===== src/rtl/cbo_pkg.sv =====
package cbo_pkg;

    typedef enum logic [1:0] {
        ST_IDLE = 2'd0,
        ST_TX   = 2'd1,
        ST_WAIT = 2'd2
    } cbo_state_e;

    typedef struct packed {
        logic drop;      // frame ends without retry
        logic excess;    // attempt limit reached
        logic restart;   // limit reached, frame restarts
    } cbo_verdict_t;

    // Galois right-shift feedback masks for maximal-length sequences
    function automatic int lfsr_taps(input int width);
        case (width)
            8:       return 'hB8;
            9:       return 'h110;
            10:      return 'h240;
            11:      return 'h500;
            12:      return 'hE08;
            16:      return 'hB400;
            default: return (1 << (width - 1)) | 1;
        endcase
    endfunction

endpackage


===== src/rtl/cbo_lfsr.sv =====
module cbo_lfsr #(
    parameter int W = 10
) (
    input  logic         clk,
    input  logic         rst,
    output logic [W-1:0] q
);
    localparam logic [W-1:0] TAPS = W'(cbo_pkg::lfsr_taps(W));

    always_ff @(posedge clk) begin
        if (rst)
            q <= W'(1);
        else if (q[0])
            q <= (q >> 1) ^ TAPS;
        else
            q <= q >> 1;
    end


    lfsr_alive_chk: assert property (@(posedge clk) disable iff (rst)
        q != '0 |=> q != '0);

endmodule


===== src/rtl/cbo_bit_timer.sv =====
module cbo_bit_timer #(
    parameter int LATE_BITS = 512
) (
    input  logic clk,
    input  logic rst,
    input  logic clear,
    input  logic tick,
    output logic is_late
);
    localparam int LIM = LATE_BITS + 1;
    localparam int CW  = $clog2(LIM + 1);

    logic [CW-1:0] cnt;

    always_ff @(posedge clk) begin
        if (rst || clear)
            cnt <= '0;
        else if (tick && cnt != CW'(LIM))
            cnt <= cnt + 1'b1;
    end

    assign is_late = (cnt == CW'(LIM));


    bit_sat_hold_chk: assert property (@(posedge clk) disable iff (rst)
        (is_late && !clear) |=> is_late);

endmodule


===== src/rtl/cbo_wait_timer.sv =====
module cbo_wait_timer #(
    parameter int SLOT_TICKS = 512,
    parameter int IPG_TICKS  = 96,
    parameter int MAX_EXP    = 10
) (
    input  logic               clk,
    input  logic               rst,
    input  logic               load,
    input  logic [MAX_EXP-1:0] slots,
    input  logic               tick,
    input  logic               pause,
    output logic               done
);
    localparam int MAXV = ((1 << MAX_EXP) - 1) * SLOT_TICKS + IPG_TICKS;
    localparam int CW   = $clog2(MAXV + 1);

    logic [CW-1:0] cnt;
    logic [CW-1:0] load_val;
    logic          active;

    assign load_val = CW'(slots) * CW'(SLOT_TICKS) + CW'(IPG_TICKS);
    assign done     = active && (cnt == '0);

    always_ff @(posedge clk) begin
        if (rst) begin
            active <= 1'b0;
            cnt    <= '0;
        end else if (load) begin
            active <= 1'b1;
            cnt    <= load_val;
        end else if (active) begin
            if (cnt == '0)
                active <= 1'b0;
            else if (tick && !pause)
                cnt <= cnt - 1'b1;
        end
    end


    pause_freeze_chk: assert property (@(posedge clk) disable iff (rst)
        (active && cnt != '0 && pause && !load) |=> $stable(cnt));


    count_step_chk: assert property (@(posedge clk) disable iff (rst)
        (active && cnt != '0 && !load) |=> (cnt == $past(cnt) || cnt == $past(cnt) - 1'b1));

endmodule


===== src/rtl/coll_backoff_ctrl.sv =====
module coll_backoff_ctrl
    import cbo_pkg::*;
#(
    parameter int SLOT_TICKS    = 512,
    parameter int IPG_TICKS     = 96,
    parameter int LATE_BITS     = 512,
    parameter int MAX_EXP       = 10,
    parameter int ATTEMPT_LIMIT = 16,
    parameter int LCNT_W        = 16
) (
    input  logic              clk,
    input  logic              rst,
    input  logic              bit_tick,
    input  logic              tx_start,
    input  logic              tx_done,
    input  logic              col_det,
    input  logic              crs,
    input  logic              cfg_retry_late,
    input  logic              cfg_mod_backoff,
    input  logic              cfg_no_retry,
    input  logic              cfg_restart_xs,
    output logic              jam_req,
    output logic              retry_go,
    output logic              frame_abort,
    output logic              xs_coll,
    output logic              late_coll,
    output logic [LCNT_W-1:0] late_cnt
);
    localparam int AW = $clog2(ATTEMPT_LIMIT + 1);

    cbo_state_e         state;
    cbo_verdict_t       verdict;
    logic [AW-1:0]      attempts;
    logic [AW-1:0]      coll_n;
    logic [AW-1:0]      exp_k;
    logic [MAX_EXP-1:0] rnd;
    logic [MAX_EXP-1:0] exp_mask;
    logic [MAX_EXP-1:0] wait_slots;
    logic               is_late;
    logic               wait_done;
    logic               wait_load;
    logic               bit_clear;
    logic               pause;
    logic               take_col;

    assign bit_clear = (state == ST_IDLE) && tx_start;
    assign pause     = cfg_mod_backoff && crs;
    assign take_col  = (state == ST_TX) && col_det;
    assign coll_n    = attempts + 1'b1;
    assign exp_k     = (coll_n > AW'(MAX_EXP)) ? AW'(MAX_EXP) : coll_n;

    always_comb begin
        for (int i = 0; i < MAX_EXP; i++)
            exp_mask[i] = (AW'(i) < exp_k);
    end

    always_comb begin
        verdict.drop    = cfg_no_retry || (is_late && !cfg_retry_late);
        verdict.excess  = !verdict.drop && (coll_n == AW'(ATTEMPT_LIMIT));
        verdict.restart = verdict.excess && cfg_restart_xs;
    end

    assign wait_slots = verdict.restart ? '0 : (rnd & exp_mask);
    assign wait_load  = take_col && !verdict.drop && (!verdict.excess || verdict.restart);

    cbo_lfsr #(.W(MAX_EXP)) u_lfsr (
        .clk (clk),
        .rst (rst),
        .q   (rnd)
    );

    cbo_bit_timer #(.LATE_BITS(LATE_BITS)) u_bits (
        .clk     (clk),
        .rst     (rst),
        .clear   (bit_clear),
        .tick    (bit_tick),
        .is_late (is_late)
    );

    cbo_wait_timer #(
        .SLOT_TICKS (SLOT_TICKS),
        .IPG_TICKS  (IPG_TICKS),
        .MAX_EXP    (MAX_EXP)
    ) u_wait (
        .clk   (clk),
        .rst   (rst),
        .load  (wait_load),
        .slots (wait_slots),
        .tick  (bit_tick),
        .pause (pause),
        .done  (wait_done)
    );

    always_ff @(posedge clk) begin
        if (rst) begin
            state       <= ST_IDLE;
            attempts    <= '0;
            jam_req     <= 1'b0;
            retry_go    <= 1'b0;
            frame_abort <= 1'b0;
            xs_coll     <= 1'b0;
            late_coll   <= 1'b0;
            late_cnt    <= '0;
        end else begin
            jam_req     <= 1'b0;
            retry_go    <= 1'b0;
            frame_abort <= 1'b0;
            xs_coll     <= 1'b0;
            late_coll   <= 1'b0;
            case (state)
                ST_IDLE: begin
                    if (tx_start)
                        state <= ST_TX;
                end
                ST_TX: begin
                    if (col_det) begin
                        jam_req   <= 1'b1;
                        late_coll <= is_late;
                        if (is_late && late_cnt != '1)
                            late_cnt <= late_cnt + 1'b1;
                        if (verdict.drop) begin
                            frame_abort <= 1'b1;
                            attempts    <= '0;
                            state       <= ST_IDLE;
                        end else if (verdict.restart) begin
                            attempts <= '0;
                            state    <= ST_WAIT;
                        end else if (verdict.excess) begin
                            frame_abort <= 1'b1;
                            xs_coll     <= 1'b1;
                            attempts    <= '0;
                            state       <= ST_IDLE;
                        end else begin
                            attempts <= coll_n;
                            state    <= ST_WAIT;
                        end
                    end else if (tx_done) begin
                        attempts <= '0;
                        state    <= ST_IDLE;
                    end
                end
                ST_WAIT: begin
                    if (wait_done) begin
                        retry_go <= 1'b1;
                        state    <= ST_IDLE;
                    end
                end
                default: state <= ST_IDLE;
            endcase
        end
    end


    jam_after_col_chk: assert property (@(posedge clk) disable iff (rst)
        jam_req |-> ($past(col_det) && $past(state == ST_TX)));


    late_has_jam_chk: assert property (@(posedge clk) disable iff (rst)
        late_coll |-> jam_req);


    abort_retry_excl_chk: assert property (@(posedge clk) disable iff (rst)
        !(frame_abort && retry_go));


    xs_implies_abort_chk: assert property (@(posedge clk) disable iff (rst)
        xs_coll |-> frame_abort);


    late_cnt_step_chk: assert property (@(posedge clk) disable iff (rst)
        (late_cnt != $past(late_cnt)) |-> (late_coll && late_cnt == $past(late_cnt) + 1'b1));


    no_retry_abort_chk: assert property (@(posedge clk) disable iff (rst)
        (take_col && cfg_no_retry) |=> frame_abort);

endmodule


===== config.mk =====
export PLATFORM = sky130hd
export DESIGN_NAME = coll_backoff_ctrl
export DESIGN_NICKNAME = d
export VERILOG_FILES = /design/src/rtl/cbo_pkg.sv /design/src/rtl/cbo_lfsr.sv /design/src/rtl/cbo_bit_timer.sv /design/src/rtl/cbo_wait_timer.sv /design/src/rtl/coll_backoff_ctrl.sv
export SDC_FILE = /design/constraint.sdc
export NUM_CORES = 1
export LEC_CHECK = 0
export ABC_AREA = 1
export BUFFER_PORTS_ARGS = -buffer_cell sky130_fd_sc_hd__buf_2
export CAP_MARGIN = 20
export CORE_UTILIZATION = 45
export CTS_BUF_LIST = sky130_fd_sc_hd__clkbuf_2
export CTS_CLUSTER_SIZE = 30
export DETAILED_ROUTE_END_ITERATION = 12
export PLACE_DENSITY_LB_ADDON = 0.1
export SLEW_MARGIN = 25
export SYNTH_ARGS = -nofsm -noshare
export SYNTH_HDL_FRONTEND = slang
export SYNTH_SLANG_ARGS = --single-unit

===== constraint.sdc =====
create_clock -name clk -period 3.1 [get_ports clk]
set_input_delay 0.31 -clock clk [delete_from_list [all_inputs] [get_ports clk]]
set_output_delay 0.31 -clock clk [all_outputs]
set_load 0.02 [all_outputs]

# Word level (Yosys, flattened, before mapping)
# Cells that the tools add are included.
[op_classes]
add_sub_neg = 5
n_mul = 0
div = 0
order_cmp = 11
eq_ne = 10
shifts = 0
muxes = 28
bitwise = 6
n_reduce_logical = 33
[op_table]
columns = ["cell", "count"]
rows = [
  ["two-way mux 19 bit", 4],
  ["two-way mux 5 bit", 6],
  ["< comparator 3 x 5 -> 1 bit, first input constant", 4],
  ["adder 19 x 7 -> 19 bit, second input constant", 1],
  ["zero test 19 bit", 1],
  ["subtractor 19 x 1 -> 19 bit, second input constant", 1],
  ["adder 16 x 1 -> 16 bit, second input constant", 1],
  ["!= test 16 bit, second input constant", 1],
  ["two-way mux 2 bit", 7],
  ["logical AND 1 bit", 12],
  ["adder 10 x 1 -> 10 bit, second input constant", 1],
  ["AND 10 bit", 1],
  ["equality test 10 bit, second input constant", 1],
  ["< comparator 1 x 5 -> 1 bit, first input constant", 2],
  ["< comparator 2 x 5 -> 1 bit, first input constant", 2],
  ["< comparator 4 x 5 -> 1 bit, first input constant", 2],
  ["two-way mux 10 bit", 1],
  ["!= test 10 bit, second input constant", 1],
  ["AND reduction 3 bit", 3],
  ["two-way mux 1 bit", 8],
  ["two-way mux 7 bit", 1],
  ["one-hot mux 2 bit (3 select lines)", 1],
  ["nonzero test 2 bit", 3],
  ["OR reduction 2 bit", 3],
  ["16 further kinds", 25],
]
[totals]
regBits = 68
latchBits = 0
ramBits = 0
mem_bits_ro = 0
inputBits = 11
out_inout_bits = 21
elab_cells = 106
n_memories = 0

# Depth between registers and ports, before layout
[depth]
ltp_word = 10
depth_mapped = 14
ltp_nobuf = 14

# Hierarchy
# Synthesis repeated with hierarchy kept, for this count alone.
[unflattened]
cells_unflattened = 634
hier_area_um2 = 4197.8
[by_module_without_submodules]
columns = ["module", "instances", "cells_per_inst", "area_each_um2"]
rows = [
  ["coll_backoff_ctrl", 1, 283, 1825.5],
  ["cbo_wait_timer", 1, 226, 1450.1],
  ["cbo_bit_timer", 1, 92, 624.3],
  ["cbo_lfsr", 1, 33, 297.8],
]

# Worst setup path after synthesis
# Ideal clock, no wire load.
[synth_timing]
path_type = "register -> register"
start = "reg attempts[0]"
end = "reg u_wait.cnt[12]"
arrival_ps = 1608
t_required_ps = 2968
slack_ps = 1359
stages_incl_launch_ff = 14
n_path_buf = 1
period_less_slack_ps = 1741
path_cell_list = "dfxtp_1 > ha_1 > nand2_1 > inv_1 > nor2_2 > nor2_4 > nand3_2 > nor2_4 > nand2_4 > nand2_8 > buf_8 > o21ai_1 > nand2_1 > a21oi_1"
[synth_via]
elab_chain_cells = 8
word_cells_on_any_way = 21
classes_between = "2 x add/sub; 5 x order compare; 2 x eq/ne; 3 x mux; 1 x bitwise; 8 x reduce/logical"
[synth_lines]
columns = ["element", "line", "rtl"]
rows = [
  ["from (decl)", "coll_backoff_ctrl.sv:33", "logic [AW-1:0] attempts;"],
  ["from (signal assigned)", "coll_backoff_ctrl.sv:134", "attempts <= coll_n;"],
  ["adder 5 x 1 -> 5 bit (*)", "coll_backoff_ctrl.sv:49", "assign coll_n = attempts + 1'b1;"],
  ["> comparator 5 x 4 -> 1 bit / equality test 5 bit (equally long branches)", "coll_backoff_ctrl.sv:50, coll_backoff_ctrl.sv:59", ""],
  ["two-way mux 5 bit / logical AND 1 bit (equally long branches)", "coll_backoff_ctrl.sv:50, coll_backoff_ctrl.sv:59", ""],
  ["< comparator 1 x 5 -> 1 bit (tied with other cells)", "coll_backoff_ctrl.sv:54", "exp_mask[i] = (AW'(i) < exp_k);"],
  ["AND 10 bit / logical OR 1 bit (equally long branches)", "coll_backoff_ctrl.sv:63, coll_backoff_ctrl.sv:64", ""],
  ["two-way mux 10 bit / logical AND 1 bit (equally long branches)", "coll_backoff_ctrl.sv:63, coll_backoff_ctrl.sv:64", ""],
  ["adder 19 x 7 -> 19 bit (tied with other cells)", "cbo_wait_timer.sv:21", "assign load_val = CW'(slots) * CW'(SLOT_TICKS) + CW'(IPG_TICKS);"],
  ["two-way mux 19 bit / AND reduction 3 bit (equally long branches)", "--", ""],
  ["to (signal assigned)", "cbo_wait_timer.sv:30", "cnt <= load_val;"],
  ["to (signal assigned)", "cbo_wait_timer.sv:35", "cnt <= cnt - 1'b1;"],
  ["to (decl)", "cbo_wait_timer.sv:17", "logic [CW-1:0] cnt;"],
]
# Mark *: on every way between the ends. The rest lies on a longest branch, timed or not.
# A chain may end at the register's enable or synchronous reset.

# Worst setup path after layout
[layout_timing]
start = "reg late_cnt[0]"
end = "reg late_cnt[3]"
[layout_via]
elab_chain_cells = 3
word_cells_on_any_way = 4
classes_between = "1 x add/sub; 1 x eq/ne; 2 x reduce/logical"
[layout_lines]
columns = ["element", "line", "rtl"]
rows = [
  ["from (decl)", "coll_backoff_ctrl.sv:27", "output logic [LCNT_W-1:0] late_cnt"],
  ["from (signal assigned)", "coll_backoff_ctrl.sv:120", "late_cnt <= late_cnt + 1'b1;"],
  ["branches (longest 3 deep; another with adder 16 x 1 -> 16 bit)", "--", ""],
]
# Several ways; the timed one is not identified.

==> out/metrics.csv <==
metric,value,unit
run_status,completed,
area_growth,9.208,%
synth_common_cells,"nand2_1, nor2_1, dfxtp_1",
yosysMostFrequentCell,nand2_1,
htree_levels,3,
synth_area,0.003696,mm²
overflow,0,
drt_iter0_drc,172,
grt_usage,20.82,%
drc,0,
rsz0062_at_grt,false,
yosys.area.top_type_share,36.83,%
routed_wl,8366,µm
die_height,92.63,µm
grt_pass1_vias,3153,
cap_violations,0,
ys_warn_count,0,
post_dp_cell_area,0.003916,mm²
clkSinkCount,68,
ant_nets,0,
worstPathRequired,3.53,ns
grt_pass1_wl,14300,µm
startpoint_type,register,
finalClockSkew,0.02462,ns
p_leak,1.720,nW
cts_made_buffers,9,
slew_viol_final,0,
synth-edff-count,0,
post-route-period-util,73.18,%
ys_ff_latch,68,
core,0.007848,mm²
synthFlopType,dfxtp_1,
async_flop_share,0,%
worstPathArrival,2.70,ns
wl_per_cell,12.25,µm
num_rows,32,
worst_pin_slew,0.5822,ns
cts_tree,built,
ios,32,
antenna_found_initial,0,
fin_crit,2.269,ns
synth_area_leaders,"dfxtp_1, nand2_1, nor2_1",
fillers,834,
cts.hold.buffers_added,0,
slew_headroom,60.78,%
vias_per_cell,5.001,
syn_nets,562,
die_w,92.63,µm
syn_inst,544,
synth_area_per_cell,6.794,µm²
wl_met2,3701,µm
gp_congestion,0.8746,
synth_top_area_cell,dfxtp_1,
n_antenna_cell,0,
final_hold_viol_count,0,
ys_seq_area_share,36.83,%
cts_buffer_depth,2,
numPortBuffers,31,
setup_violations,0,
dpl.hpwl,6039,µm
finalSetupTns,0,ns
wl_met1,4313,µm
start_util,47.10,%
cts-resized-gates,0,
crit_fanout,17,
wl_met3,290,µm
drive_gt1_share,12.05,%
ir_drop,0.1980,mV
clk_latency,0.51,ns
post_cts_buffers,0,
hp-class,input pin to register,
power,1.627,mW
fmax,440.8,MHz
die_area,0.008579,mm²
vias,3416,
crit_type,register to register,
clk_pin_slew_worst_paths,0.19,ns
top_layer_used,met4,
fin_nets,594,
grt_max_degree,40,
clockRootBuffer,clkbuf_2,
p_per_area,403.2,mW/mm²
ys_types,37,
first_pass_iters,4,
cp-end-kind,register,
design_area,0.004036,mm²
state kept, by name, indices dropped and copies added (netlist names):
register / cells
u_wait.cnt: 19
late_cnt: 16
jam_req: 1
late_coll: 1
xs_coll: 1
retry_go: 1
state: 2
u_wait.active: 1
u_bits.cnt: 10
attempts: 5
u_lfsr.q: 10
frame_abort: 1
path summary, 6_finish.rpt:
kind	startpoint	end	slack [ns]	cells past startpoint
max	late_cnt[0]	late_cnt[3]	0.83	9
min	tx_done	state[0]	0.07	4
min reg2reg	u_lfsr.q[9]	u_lfsr.q[8]	0.43	2
max reg2reg	late_cnt[0]	late_cnt[3]	0.83	9
layout by cell type, fill, tap and decap left out, types with 5 or more instances in the layout:
| cell type | instances |
|---|---|
| nand2_1 | 123 |
| nor2_1 | 74 |
| dfxtp_1 | 68 |
| inv_1 | 64 |
| a21oi_1 | 43 |
| nand3_1 | 38 |
| buf_2 | 31 |
| o21ai_0 | 22 |
| nor3_1 | 18 |
| xnor2_1 | 13 |
| nand4_1 | 12 |
| xor2_1 | 10 |
| clkbuf_2 | 9 |
| ha_1 | 7 |
| a31oi_1 | 5 |
routing by layer:
layer | GRT usage [%] | up-vias
met5 | 0 | -
met4 | 7.308 | 0
met3 | 4.105 | 6
met2 | 32.72 | 56
met1 | 28.37 | 1540
li1 | - | 1814
through the flow:
step           setup slack [ns]  std cells  hold WS [ns]  util (%)
2_1_floorplan             1.359        544        0.3918         -
3_3_place_gp             0.9210        667        0.4082     49.90
3_5_place_dp             0.9089        667        0.4124     49.90
4_1_cts                  0.8704        683       0.03169     51.43
5_1_grt                  0.5842        683       0.01695     51.43
6_report                 0.8314        683       0.07409     51.43
logic make-up (layout without fill, tap and decap cells):
group	Yosys count	after routing	share of synthesized area, %
fa+ha+maj	7	7	2.370
simple gates	293	293	36.02
flops	68	68	36.83
xor+xnor	23	23	5.450
compound gates	74	74	10.43
buf+inv	79	116	8.903
power by group:
group / internal (mW) / leakage [nW] / switching [mW]
clock network: 0.190 / 0.0649 / 0.350
logic: 0.0699 / 1.10 / 0.114
registers: 0.891 / 0.550 / 0.0132
worst max-delay path, stage by stage (launching register included):
cell     delay [ns]
dfxtp_1        0.48
ha_1           0.26
inv_1          0.08
nor3_1         0.20
nand3_1        0.10
nand2_1        0.41
inv_1          0.36
nand3_1        0.15
nand2_1        0.06
a21oi_1        0.11
final cells by class:
cell class | instances | area, µm² | share of cell area (%)
Clock buffer | 9 | 45.04 | 1.116
Inverter | 67 | 251.5 | 6.231
Clock inverter | 7 | 75.07 | 1.860
Multi-Input combinational cell | 397 | 2006 | 49.69
Tap cell | 102 | 127.6 | 3.162
Timing Repair Buffer | 33 | 170.2 | 4.216
Sequential cell | 68 | 1361 | 33.73
No activity file was read; power rests on OpenSTA's default activity.
